$ cat config.mk
export PLATFORM = sky130hd
export DESIGN_NAME = rxdp_depacketizer
export DESIGN_NICKNAME = d
export VERILOG_FILES = /design/src/rtl/rxdp_pkg.sv /design/src/rtl/rxdp_fifo.sv /design/src/rtl/rxdp_ingress.sv /design/src/rtl/rxdp_readout.sv /design/src/rtl/rxdp_depacketizer.sv
export SDC_FILE = /design/constraint.sdc
export NUM_CORES = 2
export LEC_CHECK = 0
export BUFFER_PORTS_ARGS = -buffer_cell sky130_fd_sc_hd__buf_2
export CAP_MARGIN = 20
export CORE_MARGIN = 2
export CORE_UTILIZATION = 60
export DETAILED_ROUTE_END_ITERATION = 16
export MAX_ROUTING_LAYER = met4
export PLACE_DENSITY = 0.74
export SETUP_SLACK_MARGIN = 0.2
export SLEW_MARGIN = 20
export SYNTH_ARGS = -nofsm -noshare
export SYNTH_HDL_FRONTEND = slang
export SYNTH_SLANG_ARGS = --single-unit
$ cat constraint.sdc
create_clock -name clk -period 5.1 [get_ports clk]
set_input_delay 0.51 -clock clk [delete_from_list [all_inputs] [get_ports clk]]
set_output_delay 0.51 -clock clk [all_outputs]
set_load 0.02 [all_outputs]
$ cat src/rtl/rxdp_pkg.sv
package rxdp_pkg;

   localparam int unsigned ADDR_W = 6;

   localparam logic [ADDR_W-1:0] OFS_FLUSH  = 6'h18;
   localparam logic [ADDR_W-1:0] OFS_OCCUPY = 6'h1C;
   localparam logic [ADDR_W-1:0] OFS_DATA   = 6'h20;
   localparam logic [ADDR_W-1:0] OFS_LENGTH = 6'h24;

   localparam logic [31:0] FLUSH_KEY = 32'h0000_00A5;

   localparam int unsigned FLAG_W       = 5;
   localparam int unsigned FLAG_DONE    = 0;
   localparam int unsigned FLAG_UNDER   = 1;
   localparam int unsigned FLAG_OVER    = 2;
   localparam int unsigned FLAG_EMPTYRD = 3;
   localparam int unsigned FLAG_FLUSHED = 4;

   typedef enum logic [2:0] {
      RK_IDLE,
      RK_OCC,
      RK_DATA,
      RK_LEN,
      RK_OTHER
   } rd_kind_e;

endpackage

$ cat src/rtl/rxdp_fifo.sv
module rxdp_fifo #(
   parameter int unsigned WIDTH = 8,
   parameter int unsigned DEPTH = 4
) (
   input  logic             clk,
   input  logic             rst_n,
   input  logic             clear,
   input  logic             push,
   input  logic [WIDTH-1:0] wdata,
   input  logic             pop,
   output logic [WIDTH-1:0] rdata,
   output logic             full,
   output logic             empty
);
   localparam int unsigned PTR_W = (DEPTH > 1) ? $clog2(DEPTH) : 1;
   localparam int unsigned CNT_W = $clog2(DEPTH + 1);

   logic [WIDTH-1:0] mem [DEPTH];
   logic [PTR_W-1:0] wptr, rptr, wptr_nx, rptr_nx;
   logic [CNT_W-1:0] count;

   generate
      if (DEPTH < 1) begin : g_bad_depth
         $error("rxdp_fifo: DEPTH must be at least 1");
      end
      if ((DEPTH > 1) && ((DEPTH & (DEPTH - 1)) == 0)) begin : g_pow2
         always_comb begin
            wptr_nx = wptr + 1'b1;
            rptr_nx = rptr + 1'b1;
         end
      end else begin : g_wrap
         always_comb begin
            wptr_nx = (wptr == PTR_W'(DEPTH - 1)) ? '0 : wptr + 1'b1;
            rptr_nx = (rptr == PTR_W'(DEPTH - 1)) ? '0 : rptr + 1'b1;
         end
      end
   endgenerate

   assign full  = (count == CNT_W'(DEPTH));
   assign empty = (count == '0);
   assign rdata = mem[rptr];

   always_ff @(posedge clk) begin
      if (!rst_n || clear) begin
         wptr  <= '0;
         rptr  <= '0;
         count <= '0;
      end else begin
         if (push) wptr <= wptr_nx;
         if (pop)  rptr <= rptr_nx;
         case ({push, pop})
            2'b10:   count <= count + 1'b1;
            2'b01:   count <= count - 1'b1;
            default: count <= count;
         endcase
      end
   end

   always_ff @(posedge clk) begin
      if (push && !clear) mem[wptr] <= wdata;
   end

   assert_no_push_full_R1: assert property (@(posedge clk) disable iff (!rst_n)
      push |-> !full);

   assert_no_pop_empty_R8: assert property (@(posedge clk) disable iff (!rst_n)
      pop |-> !empty);

endmodule

$ cat src/rtl/rxdp_ingress.sv
module rxdp_ingress #(
   parameter int unsigned DATA_DEPTH = 64
) (
   input  logic                              clk,
   input  logic                              rst_n,
   input  logic                              flush,
   input  logic                              s_tvalid,
   input  logic                              s_tlast,
   input  logic                              data_full,
   input  logic                              len_full,
   output logic                              s_tready,
   output logic                              word_push,
   output logic                              len_push,
   output logic [$clog2(DATA_DEPTH+1)-1:0]   len_words
);
   localparam int unsigned CNT_W = $clog2(DATA_DEPTH + 1);

   logic [CNT_W-1:0] run;

   assign s_tready  = !data_full && !len_full && !flush;
   assign word_push = s_tvalid && s_tready;
   assign len_push  = word_push && s_tlast;
   assign len_words = run + 1'b1;

   always_ff @(posedge clk) begin
      if (!rst_n || flush) begin
         run <= '0;
      end else if (word_push) begin
         run <= s_tlast ? '0 : run + 1'b1;
      end
   end

   assert_len_bounded_R3: assert property (@(posedge clk) disable iff (!rst_n)
      len_push |-> (len_words != '0) && (len_words <= CNT_W'(DATA_DEPTH)));

endmodule

$ cat src/rtl/rxdp_readout.sv
module rxdp_readout
   import rxdp_pkg::*;
#(
   parameter int unsigned DATA_W     = 32,
   parameter int unsigned DATA_DEPTH = 64
) (
   input  logic                              clk,
   input  logic                              rst_n,
   input  logic                              reg_rd,
   input  logic                              reg_wr,
   input  logic [ADDR_W-1:0]                 reg_addr,
   input  logic [DATA_W-1:0]                 reg_wdata,
   input  logic [DATA_W-1:0]                 d_word,
   input  logic                              d_empty,
   input  logic [$clog2(DATA_DEPTH+1)-1:0]   l_words,
   input  logic                              l_empty,
   input  logic                              len_push,
   input  logic [$clog2(DATA_DEPTH+1)-1:0]   len_words,
   output logic                              d_pop,
   output logic                              l_pop,
   output logic                              flush,
   output logic [DATA_W-1:0]                 reg_rdata,
   output logic [FLAG_W-1:0]                 rx_flags
);
   localparam int unsigned CNT_W      = $clog2(DATA_DEPTH + 1);
   localparam int unsigned BYTE_SHIFT = $clog2(DATA_W / 8);

   rd_kind_e         kind;
   logic [CNT_W-1:0] remain;
   logic [CNT_W-1:0] ready_cnt;
   logic             err_under, err_over, err_empty;

   always_comb begin
      kind = RK_IDLE;
      if (reg_rd) begin
         case (reg_addr)
            OFS_OCCUPY: kind = RK_OCC;
            OFS_DATA:   kind = RK_DATA;
            OFS_LENGTH: kind = RK_LEN;
            default:    kind = RK_OTHER;
         endcase
      end
   end

   assign flush     = reg_wr && (reg_addr == OFS_FLUSH) && (reg_wdata == DATA_W'(FLUSH_KEY));
   assign d_pop     = (kind == RK_DATA) && !d_empty && (remain != '0) && !flush;
   assign l_pop     = (kind == RK_LEN) && !l_empty && !flush;
   assign err_empty = (kind == RK_DATA) && d_empty;
   assign err_over  = (kind == RK_DATA) && !d_empty && (remain == '0);
   assign err_under = l_pop && (remain != '0);

   always_ff @(posedge clk) begin
      if (!rst_n) begin
         remain    <= '0;
         ready_cnt <= '0;
         rx_flags  <= '0;
         reg_rdata <= '0;
      end else if (flush) begin
         remain    <= '0;
         ready_cnt <= '0;
         rx_flags  <= FLAG_W'(1) << FLAG_FLUSHED;
      end else begin
         remain    <= remain + (l_pop ? l_words : '0) - CNT_W'(d_pop);
         ready_cnt <= ready_cnt + (len_push ? len_words : '0) - CNT_W'(d_pop);
         if (len_push)  rx_flags[FLAG_DONE]    <= 1'b1;
         if (err_under) rx_flags[FLAG_UNDER]   <= 1'b1;
         if (err_over)  rx_flags[FLAG_OVER]    <= 1'b1;
         if (err_empty) rx_flags[FLAG_EMPTYRD] <= 1'b1;
         case (kind)
            RK_OCC:   reg_rdata <= DATA_W'(ready_cnt);
            RK_DATA:  reg_rdata <= d_pop ? d_word : '0;
            RK_LEN:   reg_rdata <= l_pop ? (DATA_W'(l_words) << BYTE_SHIFT) : '0;
            RK_OTHER: reg_rdata <= '0;
            default:  reg_rdata <= reg_rdata;
         endcase
      end
   end

   assert_grant_within_ready_R2: assert property (@(posedge clk) disable iff (!rst_n)
      remain <= ready_cnt);

   assert_done_flag_R5: assert property (@(posedge clk) disable iff (!rst_n)
      len_push |=> rx_flags[FLAG_DONE]);

   assert_over_cause_R6: assert property (@(posedge clk) disable iff (!rst_n)
      $rose(rx_flags[FLAG_OVER]) |-> $past(reg_rd && (reg_addr == OFS_DATA)));

   assert_bad_read_zero_R6: assert property (@(posedge clk) disable iff (!rst_n)
      (reg_rd && (reg_addr == OFS_DATA) && !flush && (d_empty || remain == '0)) |=> (reg_rdata == '0));

   assert_under_cause_R7: assert property (@(posedge clk) disable iff (!rst_n)
      $rose(rx_flags[FLAG_UNDER]) |-> $past(reg_rd && (reg_addr == OFS_LENGTH)));

   assert_empty_cause_R8: assert property (@(posedge clk) disable iff (!rst_n)
      $rose(rx_flags[FLAG_EMPTYRD]) |-> $past(reg_rd && (reg_addr == OFS_DATA) && d_empty));

   assert_flush_state_R9: assert property (@(posedge clk) disable iff (!rst_n)
      flush |=> (rx_flags == (FLAG_W'(1) << FLAG_FLUSHED)) && (ready_cnt == '0) && (remain == '0));

endmodule

$ cat src/rtl/rxdp_depacketizer.sv
module rxdp_depacketizer
   import rxdp_pkg::*;
#(
   parameter int unsigned DATA_W     = 32,
   parameter int unsigned DATA_DEPTH = 64,
   parameter int unsigned LEN_DEPTH  = 16
) (
   input  logic              clk,
   input  logic              rst_n,
   input  logic              s_tvalid,
   output logic              s_tready,
   input  logic [DATA_W-1:0] s_tdata,
   input  logic              s_tlast,
   input  logic              reg_rd,
   input  logic              reg_wr,
   input  logic [5:0]        reg_addr,
   input  logic [DATA_W-1:0] reg_wdata,
   output logic [DATA_W-1:0] reg_rdata,
   output logic [4:0]        rx_flags
);
   localparam int unsigned CNT_W = $clog2(DATA_DEPTH + 1);

   generate
      if ((DATA_W < 8) || ((DATA_W % 8) != 0) || (((DATA_W / 8) & ((DATA_W / 8) - 1)) != 0)) begin : g_bad_width
         $error("rxdp_depacketizer: DATA_W must be a power-of-two number of bytes");
      end
      if (DATA_DEPTH < 2) begin : g_bad_data_depth
         $error("rxdp_depacketizer: DATA_DEPTH must be at least 2");
      end
      if (LEN_DEPTH < 1) begin : g_bad_len_depth
         $error("rxdp_depacketizer: LEN_DEPTH must be at least 1");
      end
   endgenerate

   logic              flush;
   logic              word_push, len_push;
   logic [CNT_W-1:0]  len_words, l_words;
   logic              d_pop, l_pop;
   logic              d_full, d_empty, l_full, l_empty;
   logic [DATA_W-1:0] d_word;

   rxdp_ingress #(.DATA_DEPTH(DATA_DEPTH)) u_ingress (
      .clk       (clk),
      .rst_n     (rst_n),
      .flush     (flush),
      .s_tvalid  (s_tvalid),
      .s_tlast   (s_tlast),
      .data_full (d_full),
      .len_full  (l_full),
      .s_tready  (s_tready),
      .word_push (word_push),
      .len_push  (len_push),
      .len_words (len_words)
   );

   rxdp_fifo #(.WIDTH(DATA_W), .DEPTH(DATA_DEPTH)) u_data_fifo (
      .clk   (clk),
      .rst_n (rst_n),
      .clear (flush),
      .push  (word_push),
      .wdata (s_tdata),
      .pop   (d_pop),
      .rdata (d_word),
      .full  (d_full),
      .empty (d_empty)
   );

   rxdp_fifo #(.WIDTH(CNT_W), .DEPTH(LEN_DEPTH)) u_len_fifo (
      .clk   (clk),
      .rst_n (rst_n),
      .clear (flush),
      .push  (len_push),
      .wdata (len_words),
      .pop   (l_pop),
      .rdata (l_words),
      .full  (l_full),
      .empty (l_empty)
   );

   rxdp_readout #(.DATA_W(DATA_W), .DATA_DEPTH(DATA_DEPTH)) u_readout (
      .clk       (clk),
      .rst_n     (rst_n),
      .reg_rd    (reg_rd),
      .reg_wr    (reg_wr),
      .reg_addr  (reg_addr),
      .reg_wdata (reg_wdata),
      .d_word    (d_word),
      .d_empty   (d_empty),
      .l_words   (l_words),
      .l_empty   (l_empty),
      .len_push  (len_push),
      .len_words (len_words),
      .d_pop     (d_pop),
      .l_pop     (l_pop),
      .flush     (flush),
      .reg_rdata (reg_rdata),
      .rx_flags  (rx_flags)
   );

   assert_stall_when_full_R1: assert property (@(posedge clk) disable iff (!rst_n)
      (d_full || l_full) |-> !word_push);

endmodule

# ---- After elaboration in Yosys (flattened, before gate mapping)
# Memories as Yosys holds them, arrays and structs flattened. A register that Yosys moved wholly into a read port is not among the register bits.
# Cells that the tools add are included.
# W data, S select, Z words.
dict set report word_totals {
  regBits 90
  latchBits 0
  ramBits 2160
  rom_bits 0
  in_bits 76
  elab_cells 97
  memories 2
}
dict set report classes {
  addsub 13
  multipliers 0
  n_div 0
  n_lt_le_gt_ge 0
  eq_ne 15
  shifts 0
  n_mux 18
  n_bitwise 2
  n_reduce_logical 32
}
# memory words width read_ports rd_ports_with_merged_regs wr line_no
set mem_list {}
lappend mem_list {u_data_fifo.mem 64 32 1 1 1 rxdp_fifo.sv:18} ;# logic [WIDTH-1:0] mem [DEPTH];
lappend mem_list {u_len_fifo.mem 16 7 1 1 1 rxdp_fifo.sv:18}
# operator count
set op_table {}
lappend op_table {{$pmux W32 S4} 1}
lappend op_table {{$eq A32 B8 Y1 const B} 1}
lappend op_table {{$mux W32} 1}
lappend op_table {{$mux W7} 3}
lappend op_table {{$logic_and A1 B1 Y1} 16}
lappend op_table {{$add A7 B1 Y7 const B} 2}
lappend op_table {{$add A7 B7 Y7} 2}
lappend op_table {{$logic_not A7 Y1} 2}
lappend op_table {{$pmux W7 S2} 1}
lappend op_table {{$sub A7 B1 Y7} 2}
lappend op_table {{$add A6 B1 Y6 const B} 2}
lappend op_table {{$eq A6 B5 Y1 const B} 2}
lappend op_table {{$eq A6 B6 Y1 const B} 2}
lappend op_table {{$mux W6} 2}
lappend op_table {{$pmux W5 S2} 1}
lappend op_table {{$mux W9} 1}
lappend op_table {{$pmux W3 S3} 1}
lappend op_table {{$add A4 B1 Y4 const B} 2}
lappend op_table {{$mux W4} 2}
lappend op_table {{$eq A7 B7 Y1 const B} 1}
lappend op_table {{$reduce_bool A7 Y1} 1}
lappend op_table {{$sub A7 B1 Y7 const B} 1}
lappend op_table {{$eq A3 B2 Y1 const B} 2}
lappend op_table {{$logic_not A1 Y1} 6}
lappend op_table {{16 further kinds} 23}

# ---- Longest topological paths before layout
dict set report depth {
  ltp_word 10
  ltp_mapped 17
}

# ---- By module
# Synthesis repeated with hierarchy kept, for this count alone.
dict set report hier_totals {
  cells_unflattened 4048
  area_unflattened_um2 87754.2
}
# module instances cells_per_inst area_each_um2
set by_module_without_submodules {}
lappend by_module_without_submodules {{rxdp_fifo (u_data_fifo)} 1 3399 79259.8}
lappend by_module_without_submodules {{rxdp_fifo (u_len_fifo)} 1 289 5282.6}
lappend by_module_without_submodules {rxdp_readout 1 300 2737.6}
lappend by_module_without_submodules {rxdp_ingress 1 60 474.2}

# ---- Worst setup path after synthesis
# Ideal clock, no wire load.
dict set report synth_timing {
  path_kind {in2reg}
  startpoint {input port reg_addr[1]}
  endpoint {register u_data_fifo.count[6]}
  setup_time_ps 128
  t_arrival_ps 3468
  setup_slack_ps 1505
  path_stages 15
  path_cell_list {nor3_1 nand3_1 nor3_1 nor2_1 inv_1 clkbuf_1 ha_1 ha_1 nor2b_1 o21a_1 o21a_1 or4_1 nand3_1 xnor2_1 nor2_1}
}
dict set report synth_between {
  elab_chain_cells 9
}
# element line_no
set synth_rtl {}
lappend synth_rtl {{start, declared} rxdp_depacketizer.sv:16} ;# input logic [5:0] reg_addr,
lappend synth_rtl {{$eq A6 B6 Y1 / $eq A6 B5 Y1 (equally long branches)} rxdp_readout.sv:36} ;# case (reg_addr)
lappend synth_rtl {{$pmux W3 S3} rxdp_readout.sv:36}
lappend synth_rtl {{$mux W3} rxdp_readout.sv:35} ;# if (reg_rd) begin
lappend synth_rtl {{$eq A3 B2 Y1} rxdp_readout.sv:46} ;# assign d_pop = (kind == RK_DATA) && !d_empty && (remain != '0) && !flush;
lappend synth_rtl {{$logic_and A1 B1 Y1 (3 in a row)} rxdp_readout.sv:46}
lappend synth_rtl {{$eq A2 B1 Y1 / $eq A2 B2 Y1 (equally long branches)} rxdp_fifo.sv:51} ;# case ({push, pop})
lappend synth_rtl {{$pmux W7 S2 / $reduce_bool A2 Y1 (equally long branches)} n/a}
lappend synth_rtl {{end signal, assigned} rxdp_fifo.sv:52} ;# 2'b10: count <= count + 1'b1;
lappend synth_rtl {{end signal, assigned} rxdp_fifo.sv:53} ;# 2'b01: count <= count - 1'b1;
lappend synth_rtl {{end signal, assigned} rxdp_fifo.sv:54} ;# default: count <= count;
lappend synth_rtl {{end, declared} rxdp_fifo.sv:20} ;# logic [CNT_W-1:0] count;
# Several ways; a longest one is shown, not always the timed one.
# A chain may end at the register's enable or synchronous reset.

# ---- Final worst setup path
dict set report layout_timing {
  startpoint {register u_data_fifo.count[3]}
  endpoint {register u_readout.ready_cnt[6]}
}
dict set report layout_between {
  elab_chain_cells 9
}
# element line_no
set layout_rtl {}
lappend layout_rtl {{$eq A7 B7 Y1} rxdp_fifo.sv:39} ;# assign full = (count == CNT_W'(DEPTH));
lappend layout_rtl {{$logic_not A1 Y1} rxdp_ingress.sv:20} ;# assign s_tready = !data_full && !len_full && !flush;
lappend layout_rtl {{$logic_and A1 B1 Y1 (2 in a row)} rxdp_ingress.sv:20}
lappend layout_rtl {{$logic_and A1 B1 Y1} rxdp_ingress.sv:21} ;# assign word_push = s_tvalid && s_tready;
lappend layout_rtl {{$logic_and A1 B1 Y1} rxdp_ingress.sv:22} ;# assign len_push = word_push && s_tlast;
lappend layout_rtl {{$mux W7} rxdp_readout.sv:64} ;# ready_cnt <= ready_cnt + (len_push ? len_words : '0) - CNT_W'(d_pop);
lappend layout_rtl {{$add A7 B7 Y7} rxdp_readout.sv:64}
lappend layout_rtl {{$sub A7 B1 Y7 (*)} rxdp_readout.sv:64}
lappend layout_rtl {{end signal, assigned} rxdp_readout.sv:64}
lappend layout_rtl {{end, declared} rxdp_readout.sv:30} ;# logic [CNT_W-1:0] ready_cnt;
# Mark *: on every way between the ends. The rest lies on a longest branch, timed or not.

==> impl_results.rst <==
.. list-table::
   :header-rows: 1

   * - Metric
     - Value
   * - Lkg Pwr
     - 29.9 nW
   * - Dominant register cell in the synthesized netlist
     - sky130_fd_sc_hd__edfxtp_1
   * - Clock Power Share
     - 42.9%
   * - DRT iter0 DRCs
     - 6,730
   * - Total clock sinks
     - 2,260
   * - Highest clock frequency the design can meet
     - 244 MHz
   * - Proportion of synthesized area in mux cells
     - 17.2%
   * - Syn_nets
     - 3,997
   * - Utilization after layout
     - 68.1%
   * - Count leader, synth
     - sky130_fd_sc_hd__edfxtp_1
   * - Setup slack on the worst flop-to-flop path
     - 1010 ps
   * - Cell at the root of the clock tree
     - sky130_fd_sc_hd__clkbuf_16
   * - Core ar.
     - 0.144 mm2
   * - Post-layout minimum cycle time
     - 4090 ps
   * - Total CTS buffers
     - 213
   * - Cell-internal power
     - 29.7 mW
   * - Number of levels the H-tree was split into
     - 4
   * - Post-Synth Simple-Gate Area
     - 2.14%
   * - Global routing's busiest layer
     - met2
   * - DRC Markers
     - 0
   * - Yosys top cell area share
     - 74.4%
   * - Initial standard-cell utilization of the core
     - 60.6%
   * - Worst EP arrival
     - 4820 ps
   * - Count of hold buffers inserted by post-cts repair
     - 1
   * - Max FO, Critical Path
     - 14
   * - Final clock skew
     - 37.3 ps
   * - Clock Pin Slew Worst Setup and Hold Paths
     - 60 ps
   * - Row cnt
     - 139
   * - Register bit total from synthesis
     - 2,260
   * - Layout Cell Area excl Fill
     - 0.0980 mm2
   * - Slew at the pin with the worst max-slew slack
     - 1180 ps
   * - Number of I/O port buffers
     - 113
   * - Depth of the worst hold-timing path
     - 4
   * - Dominant cells by area after synthesis
     - sky130_fd_sc_hd__edfxtp_1 74%, sky130_fd_sc_hd__mux4_2 17%, sky130_fd_sc_hd__dfxtp_1 2.3%
   * - Post-detailed-placement cell area
     - 0.0908 mm2
   * - Min-delay worst type
     - in2reg
   * - Height of the die
     - 385 um
   * - Count of boundary I/O pins
     - 114
   * - Worst Reg2Reg Path Length in Cells
     - 16
   * - Total Routing Usage GR
     - 32.4%
   * - Die W
     - 385 um
   * - Fraction of layout cells with a size suffix above 1
     - 29.8%
   * - Beginning of the worst hold path
     - reg_addr[1]
   * - Adder-cell share of the synthesized area
     - 0.695%
   * - Reg2Reg Capture Point
     - u_readout.ready_cnt[6]
   * - XOR/XNOR share of the synthesized area
     - 0.382%
   * - Via count of the first global-routing pass
     - 42,893
   * - TritonCTS clock tree
     - built
   * - Combinational family with the most area after synthesis
     - multiplexers
   * - EDFF count, synth
     - 2,160
   * - Power per unit of standard cell area
     - 379 mW/mm2
   * - Post-Syn Instances
     - 3,875
   * - Global routing met3 resource utilization
     - 6.90%
   * - Count of warnings emitted by yosys
     - 0
   * - Vias
     - 43,356
   * - Met1 track demand over resource
     - 44.4%
   * - Area grow syn2layout
     - 12.5%
   * - Fraction of power consumed by combinational cells
     - 2.2%
   * - Status
     - complete, no violations
   * - Vias per inst
     - 6.98
   * - Met2 layer usage reported by global route
     - 49.6%
   * - Net switching power
     - 7.46 mW
   * - Switching share of power
     - 20.0%
   * - Detailed placer's ending HPWL
     - 124,000 um
   * - Area fraction in compound gates after synthesis
     - 1.49%
   * - Layout fillers
     - 8,498
   * - End point of the worst hold path
     - u_readout.rx_flags[3]
   * - Final setup violating endpoints
     - 0
   * - Most common library cells after synthesis
     - 2,160 x sky130_fd_sc_hd__edfxtp_1, 640 x sky130_fd_sc_hd__mux4_2, 142 x sky130_fd_sc_hd__nor2_1
   * - Period utilization
     - 80.3%
   * - Fraction of the yosys area taken by sequential cells
     - 76.7%
   * - Fraction of power consumed by sequential logic
     - 54.9%
   * - Cell type with the largest total area after synthesis
     - sky130_fd_sc_hd__edfxtp_1
   * - Number of hold violations in the final report
     - 0
   * - Routability Congestion
     - 0.850
   * - Detailed-routing iteration count for the pre-antenna-repair pass
     - 6
   * - Mapped Area
     - 0.0872 mm2
   * - Crit Reg-Reg Startpoint
     - u_data_fifo.count[3]
   * - Overflow left after global routing
     - 0
   * - Antenna violations before repair
     - 11
   * - Type of destination of the critical path
     - flip-flop
   * - Sort of element at the start of the critical path
     - flip-flop
   * - Number of pins exceeding their max-slew limit in the final report
     - 0
   * - Area of the die
     - 0.148 mm2
   * - Combined area of the multi-input logic cells
     - 0.0196 mm2
   * - Deepest clock path buffer count
     - 3
   * - Aggregate routed wire length
     - 228,000 um
   * - Largest net degree at the start of global routing
     - 99
   * - Total negative slack
     - 0 ps
   * - Rel. slew slack
     - 20.8%
   * - Synth async-reset ratio
     - 0%
   * - WL per Instance
     - 36.6 um
   * - RSZ-0062 raised after global routing
     - no
   * - # resized after CTS
     - 0
   * - Net count reported at finish
     - 4,245
   * - Average footprint of a synthesized cell
     - 22.5 um2
   * - Clock insertion delay at the later pin of the skew report
     - 850 ps
   * - Largest voltage drop on the vdd net
     - 0.325 mV
   * - Setup repair bufs after CTS
     - 0
   * - First-pass GRT wire length
     - 323,000 um
   * - Path type of the worst setup path
     - reg2reg
   * - Storage cell area
     - 0.0669 mm2
   * - Count of different cell masters after synthesis
     - 60
   * - Count of max-cap constraint violations
     - 0
   * - Routed Antenna Nets
     - 0
   * - Data required, critical path
     - 5820 ps
per-stage QoR:
step / cells / power (mW) / worst slack [ps] / hold slack [ps]
detailed placement: 5807 / 21.6 / 948 / 459
global placement: 5805 / 21.6 / 952 / 448
floorplan: 3875 / 21.2 / 1500 / 453
finish: 6210 / 37.2 / 1010 / 61.8
global route: 6208 / 38.0 / 774 / 60.9
CTS: 6199 / 37.3 / 1070 / 13.6
registers in the layout (all words and copies together), names as in the netlist, named ones only:
| name | flops |
|---|---|
| u_len_fifo.wptr | 4 |
| u_data_fifo.count | 7 |
| u_data_fifo.rptr | 6 |
| u_ingress.run | 7 |
| u_len_fifo.count | 5 |
| u_data_fifo.wptr | 6 |
| u_readout.ready_cnt | 7 |
| u_readout.reg_rdata | 32 |
| u_len_fifo.mem | 112 |
| u_readout.rx_flags | 5 |
| u_data_fifo.mem | 2048 |
| u_len_fifo.rptr | 4 |
| u_readout.remain | 7 |
worst max-delay path by stage:
stage	endpoint	depth (start not counted)	start	slack (ps)
2_1_floorplan	u_data_fifo.count[6]	15	reg_addr[1]	1500
3_5_place_dp	u_data_fifo.count[6]	15	reg_addr[1]	950
5_1_grt	u_readout.ready_cnt[6]	16	u_data_fifo.count[3]	770
6_report	u_readout.ready_cnt[6]	16	u_data_fifo.count[3]	1010
4_1_cts	u_readout.ready_cnt[6]	16	u_data_fifo.count[3]	1070
3_3_place_gp	u_data_fifo.count[6]	15	reg_wdata[26]	950
power groups by stage:
| stage | logic, mW | registers [mW] | clock network (mW) |
|---|---|---|---|
| after floorplan | 0.388 | 20.8 | 0 |
| after global placement | 0.769 | 20.8 | 0 |
| after detailed placement | 0.790 | 20.8 | 0 |
| after CTS | 0.796 | 20.4 | 16.0 |
| after global routing | 0.897 | 20.4 | 16.7 |
| final | 0.813 | 20.4 | 15.9 |
layout by cell type, fill, tap and decap left out, types with 9 or more instances in the layout:
cell	n
sky130_fd_sc_hd__nand2_1	53
sky130_fd_sc_hd__a32oi_1	25
sky130_fd_sc_hd__buf_4	122
sky130_fd_sc_hd__buf_12	21
sky130_fd_sc_hd__mux2_2	9
sky130_fd_sc_hd__nor2b_1	21
sky130_fd_sc_hd__ha_1	42
sky130_fd_sc_hd__nor2_4	64
sky130_fd_sc_hd__buf_2	91
sky130_fd_sc_hd__nand2b_1	17
sky130_fd_sc_hd__inv_1	58
sky130_fd_sc_hd__nand3b_1	11
sky130_fd_sc_hd__mux4_2	640
sky130_fd_sc_hd__a22oi_1	18
sky130_fd_sc_hd__nand4_1	10
sky130_fd_sc_hd__nor2_1	78
sky130_fd_sc_hd__o211ai_1	34
sky130_fd_sc_hd__edfxtp_1	2160
sky130_fd_sc_hd__o21ai_0	12
sky130_fd_sc_hd__clkbuf_16	214
sky130_fd_sc_hd__dfxtp_1	94
sky130_fd_sc_hd__xnor2_1	18
sky130_fd_sc_hd__and2_1	22
sky130_fd_sc_hd__nor3_1	18
sky130_fd_sc_hd__bufinv_16	25
sky130_fd_sc_hd__a31oi_1	9
sky130_fd_sc_hd__clkbuf_8	9
sky130_fd_sc_hd__clkinv_1	45
sky130_fd_sc_hd__mux2i_1	52
sky130_fd_sc_hd__xor2_1	20
sky130_fd_sc_hd__a21oi_1	46
sky130_fd_sc_hd__clkbuf_1	35
sky130_fd_sc_hd__nand3_1	41
sky130_fd_sc_hd__clkinv_2	45
critical path: stages, from the launching register on:
cell	delay, ps
sky130_fd_sc_hd__dfxtp_1	330
sky130_fd_sc_hd__or4_4	560
sky130_fd_sc_hd__o311a_1	360
sky130_fd_sc_hd__nand2_2	180
sky130_fd_sc_hd__inv_1	320
sky130_fd_sc_hd__ha_1	380
sky130_fd_sc_hd__inv_1	70
sky130_fd_sc_hd__ha_1	190
sky130_fd_sc_hd__inv_1	70
sky130_fd_sc_hd__fa_1	440
sky130_fd_sc_hd__nor2b_1	160
sky130_fd_sc_hd__o21ai_0	120
sky130_fd_sc_hd__a21boi_0	330
sky130_fd_sc_hd__or4_1	170
sky130_fd_sc_hd__nand3_1	80
sky130_fd_sc_hd__xor2_1	150
sky130_fd_sc_hd__nor2_1	50
layer usage:
metal	part of all wire, %	vias to the layer above	wire (um)
met5	0	-	0
met4	3.8	0	8640
met3	11	463	26100
met2	48	3180	110000
met1	36	22860	82700
li1	-	16853	-
cell type report:
type	instances	area share (%)
antenna	8	0.0204
clock buffer	258	5.72
clock inverter	133	1.44
inverter	59	0.226
multi-input combinational	1352	20.0
sequential	2260	68.2
tap	1903	2.43
timing repair buffer	237	1.89
cell families after synthesis:
group | Yosys count
AO/OA/AOI/OAI | 187
XOR/XNOR | 38
adder cells (fa/ha/maj) | 46
buffers and inverters | 263
flip-flops | 2260
multiplexers | 701
AND/OR/NAND/NOR | 380
Power figures use the tool's default switching activity.
